File: src/rtl/adcc_pkg.sv
package adcc_pkg;
    localparam int NCH      = 8;
    localparam int CH_W     = $clog2(NCH);
    localparam int CODE_W   = 10;
    localparam int DIV_W    = 8;
    localparam int NTRIG    = 6;
    localparam int ADDR_W   = 4;
    localparam int FULL_LEN = CODE_W + 1;
    localparam int LEN_W    = $clog2(FULL_LEN + 1);

    localparam logic [ADDR_W-1:0] A_CTRL = 4'd0;
    localparam logic [ADDR_W-1:0] A_GLOB = 4'd1;
    localparam logic [ADDR_W-1:0] A_IEN  = 4'd2;
    localparam logic [ADDR_W-1:0] A_STAT = 4'd3;

    typedef struct packed {
        logic             edge_fall;
        logic [2:0]       smode;
        logic             pwr;
        logic [2:0]       len;
        logic             burst;
        logic [DIV_W-1:0] div;
        logic [NCH-1:0]   sel;
    } ctl_t;

    function automatic ctl_t ctl_from_word(input logic [31:0] w);
        ctl_t c;
        c.sel       = w[7:0];
        c.div       = w[15:8];
        c.burst     = w[16];
        c.len       = w[19:17];
        c.pwr       = w[21];
        c.smode     = w[26:24];
        c.edge_fall = w[27];
        return c;
    endfunction

    function automatic logic [31:0] ctl_to_word(input ctl_t c);
        logic [31:0] w;
        w        = '0;
        w[7:0]   = c.sel;
        w[15:8]  = c.div;
        w[16]    = c.burst;
        w[19:17] = c.len;
        w[21]    = c.pwr;
        w[26:24] = c.smode;
        w[27]    = c.edge_fall;
        return w;
    endfunction
endpackage

File: src/rtl/adcc_clkdiv.sv
module adcc_clkdiv #(
    parameter int DW = 8
) (
    input  logic          clk,
    input  logic          rst_n,
    input  logic          run,
    input  logic [DW-1:0] div,
    output logic          tick
);
    logic [DW-1:0] cnt_d, cnt_q;

    always_comb begin
        if (!run || cnt_q == div) cnt_d = '0;
        else                      cnt_d = cnt_q + 1'b1;
    end

    always_ff @(posedge clk or negedge rst_n) begin
        if (!rst_n) cnt_q <= '0;
        else        cnt_q <= cnt_d;
    end

    assign tick = run && (cnt_q == div);

    // while running and not wrapping, the divider advances by one each clock
    a_r2_div_steps: assert property (@(posedge clk) disable iff (!rst_n)
        ($past(run) && run && !$past(tick)) |-> (cnt_q == $past(cnt_q) + 1'b1));
endmodule

File: src/rtl/adcc_trig.sv
module adcc_trig #(
    parameter int N = 6
) (
    input  logic         clk,
    input  logic         rst_n,
    input  logic [N-1:0] pins,
    output logic [N-1:0] rise,
    output logic [N-1:0] fall
);
    typedef struct packed {
        logic [N-1:0] s1;
        logic [N-1:0] s2;
        logic [N-1:0] prev;
    } sync_t;

    sync_t s_d, s_q;

    always_comb begin
        s_d      = s_q;
        s_d.s1   = pins;
        s_d.s2   = s_q.s1;
        s_d.prev = s_q.s2;
    end

    always_ff @(posedge clk or negedge rst_n) begin
        if (!rst_n) s_q <= '0;
        else        s_q <= s_d;
    end

    for (genvar g = 0; g < N; g++) begin : g_edge
        assign rise[g] =  s_q.s2[g] & ~s_q.prev[g];
        assign fall[g] = ~s_q.s2[g] &  s_q.prev[g];
    end
endmodule

File: src/rtl/adcc_top.sv
module adcc_top
    import adcc_pkg::*;
(
    input  logic              clk,
    input  logic              rst_n,
    input  logic              bus_wr,
    input  logic              bus_rd,
    input  logic [ADDR_W-1:0] bus_addr,
    input  logic [31:0]       bus_wdata,
    output logic [31:0]       bus_rdata,
    input  logic [NTRIG-1:0]  trig_in,
    input  logic [CODE_W-1:0] conv_code,
    output logic              conv_start,
    output logic              conv_busy,
    output logic [CH_W-1:0]   conv_chan,
    output logic              irq
);
    typedef struct packed {
        ctl_t                          ctl;
        logic [NCH-1:0]                ien_mask;
        logic                          ien_glob;
        logic                          busy;
        logic                          start_p;
        logic [CH_W-1:0]               chan;
        logic [LEN_W-1:0]              rem;
        logic [LEN_W-1:0]              len;
        logic [CH_W-1:0]               last;
        logic [CODE_W-1:0]             g_res;
        logic [CH_W-1:0]               g_chan;
        logic                          g_done;
        logic                          g_ovr;
        logic [NCH-1:0][CODE_W-1:0]    ch_res;
        logic [NCH-1:0]                ch_done;
        logic [NCH-1:0]                ch_ovr;
    } st_t;

    st_t s_d, s_q;

    logic             tick;
    logic [NTRIG-1:0] rise, fall;
    logic [7:0]       rise_x, fall_x;
    logic             wr_ctl, fin, edge_hit, sw_go, hw_go, bu_go;
    ctl_t             new_ctl;
    logic [2:0]       trig_idx;
    logic [LEN_W-1:0] drop;
    logic [CODE_W-1:0] code_m;

    adcc_clkdiv #(.DW(DIV_W)) u_div (
        .clk(clk), .rst_n(rst_n), .run(s_q.busy), .div(s_q.ctl.div), .tick(tick)
    );

    adcc_trig #(.N(NTRIG)) u_trig (
        .clk(clk), .rst_n(rst_n), .pins(trig_in), .rise(rise), .fall(fall)
    );

    assign rise_x = 8'(rise);
    assign fall_x = 8'(fall);

    function automatic logic [CH_W-1:0] lowest_sel(input logic [NCH-1:0] m);
        logic [CH_W-1:0] r;
        r = '0;
        for (int i = NCH - 1; i >= 0; i--)
            if (m[i]) r = CH_W'(i);
        return r;
    endfunction

    function automatic logic [CH_W-1:0] next_sel(input logic [NCH-1:0] m,
                                                 input logic [CH_W-1:0] prev);
        logic [CH_W-1:0] r;
        r = lowest_sel(m);
        for (int i = NCH - 1; i >= 0; i--)
            if (m[i] && i > int'(prev)) r = CH_W'(i);
        return r;
    endfunction

    always_comb begin
        s_d         = s_q;
        s_d.start_p = 1'b0;

        wr_ctl  = bus_wr && (bus_addr == A_CTRL);
        new_ctl = wr_ctl ? ctl_from_word(bus_wdata) : s_q.ctl;
        fin     = s_q.busy && tick && (s_q.rem == LEN_W'(1));

        trig_idx = s_q.ctl.smode - 3'd2;
        edge_hit = s_q.ctl.edge_fall ? fall_x[trig_idx] : rise_x[trig_idx];

        drop   = LEN_W'(FULL_LEN) - s_q.len;
        code_m = (conv_code >> drop) << drop;

        // read side effects
        if (bus_rd) begin
            if (bus_addr == A_GLOB) s_d.g_done = 1'b0;
            if (bus_addr[3]) begin
                s_d.ch_done[bus_addr[CH_W-1:0]] = 1'b0;
                s_d.ch_ovr[bus_addr[CH_W-1:0]]  = 1'b0;
            end
        end

        // writes
        if (wr_ctl) begin
            s_d.ctl    = new_ctl;
            s_d.g_done = 1'b0;
        end
        if (bus_wr && bus_addr == A_IEN) begin
            s_d.ien_mask = bus_wdata[NCH-1:0];
            s_d.ien_glob = bus_wdata[8];
        end

        // conversion progress and completion
        if (s_q.busy && tick) s_d.rem = s_q.rem - 1'b1;
        if (fin) begin
            s_d.busy                = 1'b0;
            s_d.last                = s_q.chan;
            s_d.ch_res[s_q.chan]    = code_m;
            s_d.ch_done[s_q.chan]   = 1'b1;
            s_d.ch_ovr[s_q.chan]    = s_q.ctl.burst && s_q.ch_done[s_q.chan];
            s_d.g_res               = code_m;
            s_d.g_chan              = s_q.chan;
            s_d.g_done              = 1'b1;
            s_d.g_ovr               = s_q.ctl.burst && s_q.g_done;
        end

        // start decision
        sw_go = wr_ctl && (new_ctl.smode == 3'd1) && !new_ctl.burst && (|new_ctl.sel);
        hw_go = !wr_ctl && !s_q.ctl.burst && (s_q.ctl.smode >= 3'd2) &&
                (|s_q.ctl.sel) && edge_hit;
        bu_go = !wr_ctl && s_q.ctl.burst && (|s_q.ctl.sel);
        if (!s_q.busy && (sw_go || hw_go || bu_go)) begin
            s_d.busy    = 1'b1;
            s_d.start_p = 1'b1;
            s_d.chan    = bu_go ? next_sel(new_ctl.sel, s_q.last) : lowest_sel(new_ctl.sel);
            s_d.len     = bu_go ? LEN_W'(FULL_LEN) - LEN_W'(new_ctl.len) : LEN_W'(FULL_LEN);
            s_d.rem     = s_d.len;
        end

        // power-down holds the converter idle
        if (!s_d.ctl.pwr) begin
            s_d.busy    = 1'b0;
            s_d.start_p = 1'b0;
        end
    end

    always_ff @(posedge clk or negedge rst_n) begin
        if (!rst_n) begin
            s_q          <= '0;
            s_q.ien_glob <= 1'b1;
            s_q.last     <= CH_W'(NCH - 1);
        end else begin
            s_q <= s_d;
        end
    end

    always_comb begin
        irq = (|(s_q.ch_done & s_q.ien_mask)) || (s_q.ien_glob && s_q.g_done);
        bus_rdata = '0;
        if (bus_addr[3]) begin
            bus_rdata[31]           = s_q.ch_done[bus_addr[CH_W-1:0]];
            bus_rdata[30]           = s_q.ch_ovr[bus_addr[CH_W-1:0]];
            bus_rdata[6 +: CODE_W]  = s_q.ch_res[bus_addr[CH_W-1:0]];
        end else begin
            case (bus_addr)
                A_CTRL: bus_rdata = ctl_to_word(s_q.ctl);
                A_GLOB: begin
                    bus_rdata[31]          = s_q.g_done;
                    bus_rdata[30]          = s_q.g_ovr;
                    bus_rdata[24 +: CH_W]  = s_q.g_chan;
                    bus_rdata[6 +: CODE_W] = s_q.g_res;
                end
                A_IEN: begin
                    bus_rdata[NCH-1:0] = s_q.ien_mask;
                    bus_rdata[8]       = s_q.ien_glob;
                end
                A_STAT: begin
                    bus_rdata[7:0]  = s_q.ch_done;
                    bus_rdata[15:8] = s_q.ch_ovr;
                    bus_rdata[16]   = irq;
                end
                default: bus_rdata = '0;
            endcase
        end
    end

    assign conv_start = s_q.start_p;
    assign conv_busy  = s_q.busy;
    assign conv_chan  = s_q.chan;

    // the converter is never busy while powered down
    a_r7_busy_needs_power: assert property (@(posedge clk) disable iff (!rst_n)
        s_q.busy |-> s_q.ctl.pwr);
    // every start converts a channel that is selected
    a_r8_start_on_selected: assert property (@(posedge clk) disable iff (!rst_n)
        s_q.start_p |-> (s_q.busy && s_q.ctl.sel[s_q.chan]));
    // a channel overrun flag only rises after a conversion in scan mode
    a_r9_ovr_only_scan: assert property (@(posedge clk) disable iff (!rst_n)
        ((s_q.ch_ovr & ~$past(s_q.ch_ovr)) != '0) |-> $past(s_q.ctl.burst));
    // a control write without a completion leaves global done clear
    a_r10_ctl_clears_done: assert property (@(posedge clk) disable iff (!rst_n)
        ($past(wr_ctl) && !$past(fin)) |-> !s_q.g_done);
endmodule

File: config.mk
export PLATFORM = sky130hd
export DESIGN_NAME = adcc_top
export DESIGN_NICKNAME = d
export VERILOG_FILES = /design/src/rtl/adcc_pkg.sv /design/src/rtl/adcc_clkdiv.sv /design/src/rtl/adcc_trig.sv /design/src/rtl/adcc_top.sv
export SDC_FILE = /design/constraint.sdc
export NUM_CORES = 1
export LEC_CHECK = 0
export ABC_AREA = 1
export ABC_CLOCK_PERIOD_IN_PS = 3000
export BUFFER_PORTS_ARGS = -buffer_cell sky130_fd_sc_hd__buf_2
export CAP_MARGIN = 30
export CORE_ASPECT_RATIO = 1.1
export CORE_MARGIN = 2
export CORE_UTILIZATION = 45
export DETAILED_ROUTE_END_ITERATION = 10
export SLEW_MARGIN = 20
export SYNTH_ARGS = -nofsm -noshare
export SYNTH_HDL_FRONTEND = slang
export SYNTH_HIERARCHICAL = 1
export SYNTH_SLANG_ARGS = --single-unit
export TNS_END_PERCENT = 1
File: constraint.sdc
create_clock -name clk -period 3 [get_ports clk]
set_clock_uncertainty 0.15 [all_clocks]
set_input_delay 0.3 -clock clk [delete_from_list [all_inputs] [get_ports clk]]
set_output_delay 0.3 -clock clk [all_outputs]
set_load 0.02 [all_outputs]
---- After elaboration in Yosys (flattened, before gate mapping) ----
Cells that the tools add are included.
Widths: inputs -> output; s select.
word-level totals
  register bits after elaboration ......... 187
  latch bits .............................. 0
  RAM bits ................................ 0
  ROM bits ................................ 0
  input port bits ......................... 56
  output and inout bits ................... 38
  word-level logic and storage cells ...... 195
  memories kept ........................... 0
operators by class
  $add $sub $neg .......................... 5
  $mul .................................... 0
  div/mod/pow operators ................... 0
  order comparisons ....................... 13
  eq/ne operators ......................... 7
  shifts and indexed selects .............. 2
  mux-type cells .......................... 63
  bitwise operators ....................... 29
  reductions and logical operators ........ 43
operators by type and width
  operator            number
  $mux 98             1
  $bwmux 80           1
  $mux 3              16
  $mux 16             2
  $bmux 10 s3         1
  $demux 10 s3        1
  $mux 10             3
  $logic_and 1x1->1   27
  $and 8x8->8         3
  $mux 24             1
  $reduce_or 8->1     3
  $mux 21             1
  $pmux 7 s3          1
  $pmux 6 s3          1
  $bmux 1 s3          5
  $mux 1              13
  $mux 13             1
  $and 1x1->1         12
  $gt 3x3->1 const A  4
  $lt 3x4->1 const B  3
  $mux 12             1
  $not 1->1           12
  $pmux 3 s4          1
  $shl 10x4->10       1
  other kinds (32)    47

---- Depth between registers and ports, before layout ----
Gate-level depths: netlist (run 1).
  depth in word-level cells ............... 21
  mapped depth ............................ 21
  gate-level depth less buffers ........... 20

---- Hierarchy ----
The synthesis (run 1) kept the hierarchy.
modules (own cells, without submodules)
  module       times used  cells each  area an instance (sq um)  seq. area each (sq um)
  adcc_top     1           1068        8335.5                    4033.9
  adcc_trig    1           42          540.5                     450.4
  adcc_clkdiv  1           71          514.2                     200.2

---- Worst setup path before layout (run 1) ----
OpenSTA, ideal clock, no wires.
  kind .................................... reg-to-reg
  from .................................... register u_div.cnt_q[5]
  to ...................................... register with a tool-made name
  library setup time ...................... 117 ps
  arrival time ............................ 2298 ps
  data required time ...................... 2733 ps
  slack ................................... 436 ps
  cell stages (with the launch flop) ...... 18
  buffers on the path ..................... 1
  period minus slack after synthesis ...... 2564 ps
  cell sequence ........................... dfrtp_1 -> inv_1 -> nand2_1 -> nand2_1 -> nand2_1 -> nor2_1 -> nand2_2 -> nor2_1 -> nand2_1 -> inv_1 -> nand4_1 -> nor2_1 -> inv_1 -> nor2_1 -> inv_1 -> clkbuf_1 -> nor2_1 -> nor2_1
RTL lines
  element                 line               source
  start, declared         adcc_clkdiv.sv:10  logic [DW-1:0] cnt_d, cnt_q;
  start signal, assigned  adcc_clkdiv.sv:19  else cnt_q <= cnt_d;

---- Worst setup path after layout (run 1) ----
  from .................................... register s_q[114] in the netlist's numbering
  to ...................................... register s_q[110] in the netlist's numbering
on the way
  word-level cells in the longest chain between the ends .. 3
RTL lines
  element            line            source
  start, declared    adcc_top.sv:37  st_t s_d, s_q;
  $sub 4x4->4 (*)    adcc_top.sv:87  drop = LEN_W'(FULL_LEN) - s_q.len;
  $shr 10x4->10      adcc_top.sv:88  code_m = (conv_code >> drop) << drop;
  $shl 10x4->10 (*)  adcc_top.sv:88
Mark *: on every way between the ends. The rest lies on a longest branch, timed or not.
A chain may end at the register's enable or synchronous reset.

==> results.yml, run 1 <==
status:
  status: "complete, no violations"
synthesis:
  syn_avg_cell_area_um2: 7.95
  async_reset_ff_share_pct: 100
  synth.distinct_cells: 51
  syn_area_um2: 9390
  synth_seq_area_share_pct: 49.9
  synth_seq_cells: 187
  synth_flop_cell: "dfrtp_1"
  netlist_instances: 1181
  yosys_warnings: 6
  synth_edf_count: 0
placement:
  dp.final_hpwl_um: 20300
  dp_cells: 1535
  port_buffers: 81
  place_congestion: 0.872
  postPlaceCellArea_um2: 10400
routing:
  drt_wl_total_um: 27900
  via_per_inst: 5.30
  avgRoutedWirePerCell_um: 17.5
  drc: 0
  dr.pass1.iters: 5
  ant_nets: 0
  drtIter0Drc: 704
  vias: 8449
floorplan:
  core_um2: 20500
  die_h_um: 156
  die_x_um: 142
  num_rows: 55
  start_util_pct: 45.8
  die_area_um2: 22000
  io_pins: 94
job:
  max_cap_viol_count: 0
clocking:
  clock-root-buffer: "clkbuf_16"
  insertion_delay_ns: 0.45
  htreeDepth: 4
  clk_path_buf_depth: 2
  cts.clk_slew.worst_paths_ns: 0.08
  cts_buffers: 17
  cts_sinks: 187
  cts_tree: "built"
worst_setup_path:
  required_ns: 3.21
  critPathMaxFanout: 13
  crit_path_start_kind: "register"
  crit_chain: "inv_1, buf_4, o21ai_0, nand2_1, nand2_1, o21ai_0, inv_1, nand2_1, o21ai_0, o21ai_0, nand2_1, o211ai_1, clkbuf_4, nand2_1, o21ai_0"
  cpPeakStageDelay_ns: 0.51
  path_class: "reg2reg"
  cp_slowest_cell: "dfrtp_1"
  cp-end-kind: "register"
  critPathArrivalTime_ns: 2.95
power_and_ir_drop:
  p_per_area_nw_per_um2: 710
  irDropWorstVdd_mv: 0.422
  p_leak_nw: 5.57
grt:
  grt_use_total_pct: 26.0
  grt_max_degree: 71
  overflow: 0
  antenna_found_initial: 0
  grt_pass1_vias: 7921
  grt_pass1_wl_um: 43700
final_layout:
  layout_commonest_cell: "nand2_1"
  stdcell_count: 1595
  design_area_um2: 11300
  diodes: 0
  final_cell_mix: "nand2_1, dfrtp_1, inv_1, o21ai_0"
  area_growth_pct: 20.1
  layout-drive-gt1-share_pct: 15.7
  final_nets: 1386
sta:
  setup_viol: 0
  timing.setup.tns_ns: 0
  finalCritPeriodShare_pct: 91.3
  fmax_mhz: 365
  period_needed_ns: 2.74
  slew_headroom_pct: 57.7
  rsz0062_at_grt: "no"
  max_slew.worst_pin.slew_ns: 0.629
  slew_violations: 0
  hold-worst-slack_ns: 0.00612
  hold_viol_final: 0
min_path:
  hp-class: "in2reg"
-- final timing paths --
kind | startpoint | to | slack (ns) | depth (start not counted)
hold reg to reg | u_trig/s_d[10]$_DFF_PN0_ | u_trig/s_d[4]$_DFF_PN0_ | 0.20 | 0
max in group asynchronous | rst_n | s_q[113]$_DFFE_PN1P_ | 1.65 | 3
hold / removal | bus_wdata[2] | s_q[130]$_DFFE_PN0P_ | 0.006 | 3
setup reg to reg | s_q[114]$_DFFE_PN0P_ | s_q[110]$_DFFE_PN0P_ | 0.26 | 15
min in group asynchronous | rst_n | u_trig/s_d[1]$_DFF_PN0_ | 0.27 | 2
setup / recovery | s_q[114]$_DFFE_PN0P_ | s_q[110]$_DFFE_PN0P_ | 0.26 | 15
-- through the flow --
step | utilization, % | setup slack [ns] | total power [mW]
2_1_floorplan | - | 0.436 | 4.71
3_3_place_gp | 50.6 | 0.192 | 5.65
3_5_place_dp | 50.6 | 0.174 | 5.66
4_1_cts | 54.7 | 0.112 | 7.99
5_1_grt | 55.0 | 0.00273 | 8.51
6_report | 55.0 | 0.261 | 8.00
-- cells by family after synthesis --
| family | count (synthesis) | share of synthesized area [%] |
|---|---|---|
| and+or+nand+nor | 482 | 21.0 |
| AOI/OAI and AO/OA | 284 | 18.3 |
| buffers and inverters | 209 | 8.87 |
| other | 1 | 0.0399 |
| adders and majority gates | 4 | 0.533 |
| xor gates and xnor gates | 11 | 1.03 |
| muxes | 3 | 0.333 |
| DFF | 187 | 49.9 |
-- layer usage --
metal  up-vias  track usage (%)  wire [um]
met1      4002             36.5      12700
met4         0             7.33        617
met5         -                0          0
li1       4124                -          -
met2       281             41.7      12900
met3        42             4.46       1650
-- worst max-delay path, delay by kind of cell (launching register included) --
family | cells | cell delay, ns
AO/OA/AOI/OAI | 6 | 0.91
buffers and inverters | 4 | 0.72
flip-flops | 1 | 0.51
AND/OR/NAND/NOR | 5 | 0.36
-- area by class of cell --
class,count,area (um^2)
clock buffer,17,425
inverter,170,646
clock inverter,15,180
sequential,187,4680
fill,1996,9230
multi-input combinational,789,3900
timing repair buffer,161,1120
tap,256,320
-- what timing repair did --
| item | CTS | global route |
|---|---|---|
| endpoints found under the hold margin | 89 | 0 |
| gates resized for setup | 0 | 5 |
| setup buffers | 0 | 4 |
| hold buffers | 23 | 0 |
| endpoints found under the setup margin | 0 | 30 |
-- Yosys cell counts, types with 3 or more instances --
cell	n	share of area, %
nand2_1	343	14
dfrtp_1	183	49
inv_1	163	6.5
o21ai_0	161	8.6
nor2_1	82	3.3
clkbuf_1	23	0.92
o22ai_1	23	1.5
nand3_1	20	1.1
o211ai_1	20	1.6
a22o_1	16	1.5
a21oi_1	15	0.80
or2_2	11	0.73
o21ai_1	9	0.48
buf_4	8	0.64
o2111ai_1	8	0.75
nand4_1	7	0.47
o221ai_1	6	0.56
xnor2_1	6	0.56
a221oi_1	5	0.47
nor4_1	5	0.33
o41ai_1	5	0.47
xor2_1	5	0.47
dfstp_2	4	1.1
ha_1	4	0.53
inv_2	4	0.16
a22oi_1	3	0.24
buf_1	3	0.12
buf_2	3	0.16
clkinv_1	3	0.12
-- where the power goes --
| group | internal (mW) | total, mW | switching [mW] |
|---|---|---|---|
| Sequential | 2.79 | 3.08 | 0.289 |
| Combinational | 0.867 | 2.61 | 1.75 |
| Clock | 1.19 | 2.32 | 1.12 |
| Total | 4.85 | 8.00 | 3.16 |
Note: power is estimated with default switching activity, not from simulation.
==> inputs of run 2 (changes only) <==
--- a/config.mk
+++ b/config.mk
@@ -6,7 +6,7 @@
 export NUM_CORES = 1
 export LEC_CHECK = 0
 export ABC_AREA = 1
-export ABC_CLOCK_PERIOD_IN_PS = 3000
+export ABC_CLOCK_PERIOD_IN_PS = 3400
 export BUFFER_PORTS_ARGS = -buffer_cell sky130_fd_sc_hd__buf_2
 export CAP_MARGIN = 30
 export CORE_ASPECT_RATIO = 1.1
==> constraint.sdc (replaced) <==
create_clock -name clk -period 3.4 [get_ports clk]
set_clock_uncertainty 0.15 [all_clocks]
set_input_delay 0.34 -clock clk [delete_from_list [all_inputs] [get_ports clk]]
set_output_delay 0.34 -clock clk [all_outputs]
set_load 0.02 [all_outputs]
==> run 2 against run 1 <==
Register-to-register slack improved by 0.24 ns. Clock power decreased by 14%. Critical path depth is 7 lower. Total power fell by 13%. Wire length fell by 0.72%. First-iteration DRC count grew 12%. Sequential power down 12%. Sequential cell count is the same. Highest routed layer unchanged.
==> results.yml, run 2 (synthesis gave the netlist of run 1 again) <==
final_layout:
  layout-drive-gt1-share_pct: 14.3
  final_cell_mix: "nand2_1, dfrtp_1, inv_1, o21ai_0, nor2_1"
  layout_commonest_cell: "nand2_1"
  post-route-util_pct: 53.8
  area_growth_pct: 17.4
  final_nets: 1365
worst_setup_path:
  path_class: "in2out"
  cp-end-kind: "output port"
  crit_path_start_kind: "input port"
  critPathMaxFanout: 7
  ff2ff_path_depth: 16
  crit_start: "bus_addr[2]"
  critPathArrivalTime_ns: 2.44
  r2r-start: "u_div/cnt_q[5]$_DFF_PN0_"
  required_ns: 2.91
power_and_ir_drop:
  p_per_area_nw_per_um2: 633
  p_leak_nw: 5.46
  irDropWorstVdd_mv: 0.448
floorplan:
  io_pins: 94
  die_h_um: 156
  die_x_um: 142
  die_area_um2: 22000
  num_rows: 55
  core_um2: 20500
  start_util_pct: 45.8
clocking:
  post_cts_buffers: 0
  insertion_delay_ns: 0.44
  cts_buffers: 17
  cts_tree: "built"
  cts-resized-gates: 0
  cts.clk_slew.worst_paths_ns: 0.08
  ctsHoldBuffers: 19
  cts_sinks: 187
  clock-root-buffer: "clkbuf_16"
  clk_path_buf_depth: 2
  htreeDepth: 4
routing:
  vias: 8336
  dr.pass1.iters: 5
  drtIter0Drc: 789
  drt_wl_total_um: 27700
  avgRoutedWirePerCell_um: 17.6
  ant_nets: 0
  via_per_inst: 5.29
  drc: 0
sta:
  rsz0062_at_grt: "no"
  timing.setup.tns_ns: 0
  finalCritPeriodShare_pct: 86.0
  slew_headroom_pct: 37.2
  setup_viol: 0
  fmax_mhz: 342
  period_needed_ns: 2.93
  hold-worst-slack_ns: 0.0120
  hold_viol_final: 0
  fin_ws_ns: 0.475
  max_slew.worst_pin.slew_ns: 0.941
  slew_violations: 0
placement:
  port_buffers: 81
  dp.final_hpwl_um: 19900
  place_congestion: 0.919
  post-place-ws_ns: 0.388
grt:
  overflow: 0
  use_met2_pct: 41.3
  busiest_layer: "met2"
  grt_max_degree: 85
  grt_pass1_wl_um: 43600
  grt_use_total_pct: 25.9
  antenna_found_initial: 0
  use_met1_pct: 36.7
  grt_pass1_vias: 7843
  use_met3_pct: 4.43
min_path:
  holdPathStages: 3
  min_from: "bus_wdata[18]"
  hp-class: "in2reg"
job:
  max_cap_viol_count: 0
status:
  status: "complete, no violations"
-- run 2: per-stage QoR --
stage | instances | power [mW] | area (um^2)
floorplan | 1185 | 4.16 | 9410
global placement | 1523 | 4.97 | 10300
CTS | 1574 | 7.01 | 11000
detailed placement | 1523 | 4.99 | 10300
global route | 1574 | 7.39 | 11000
finish | 1575 | 6.98 | 11000
-- run 2: area by class of cell --
cell class | count | area (um^2)
clock buffer | 17 | 425
inverter | 170 | 638
tap | 256 | 320
fill | 2007 | 9480
multi-input combinational | 789 | 3890
antenna | 1 | 2.50
timing repair buffer | 140 | 917
clock inverter | 15 | 151
sequential | 187 | 4680
-- run 2: where the power goes --
part | switching, mW | total, mW | internal, mW
Combinational | 1.55 | 2.28 | 0.737
Clock | 0.954 | 1.99 | 1.04
Sequential | 0.247 | 2.71 | 2.46
Total | 2.75 | 6.98 | 4.24
-- run 2: worst max-delay path: stages --
cell and delay [ns]:
buf_2 0.22, inv_1 0.12, nand2_1 0.30, buf_4 0.23, o22ai_1 0.09, o41ai_1 0.62
o2111ai_1 0.28, buf_2 0.23
-- run 2: final timing paths --
kind,to,slack [ns]
setup reg to reg,s_q[4]$_DFF_PN0_,0.50
max in group asynchronous,async pin,1.73
hold reg to reg,u_trig/s_d[2]$_DFF_PN0_,0.19
hold / removal,s_q[154]$_DFFE_PN0N_,0.01
min in group asynchronous,u_trig/s_d[1]$_DFF_PN0_,0.35
setup / recovery,bus_rdata[9],0.47
-- run 2: routing by layer --
metal,share of wire [%],vias to the layer above,wire (um)
met3,4.8,34,1340
met1,47,3982,13100
li1,-,4089,-
met5,0,-,0
met2,46,231,12700
met4,1.8,0,493
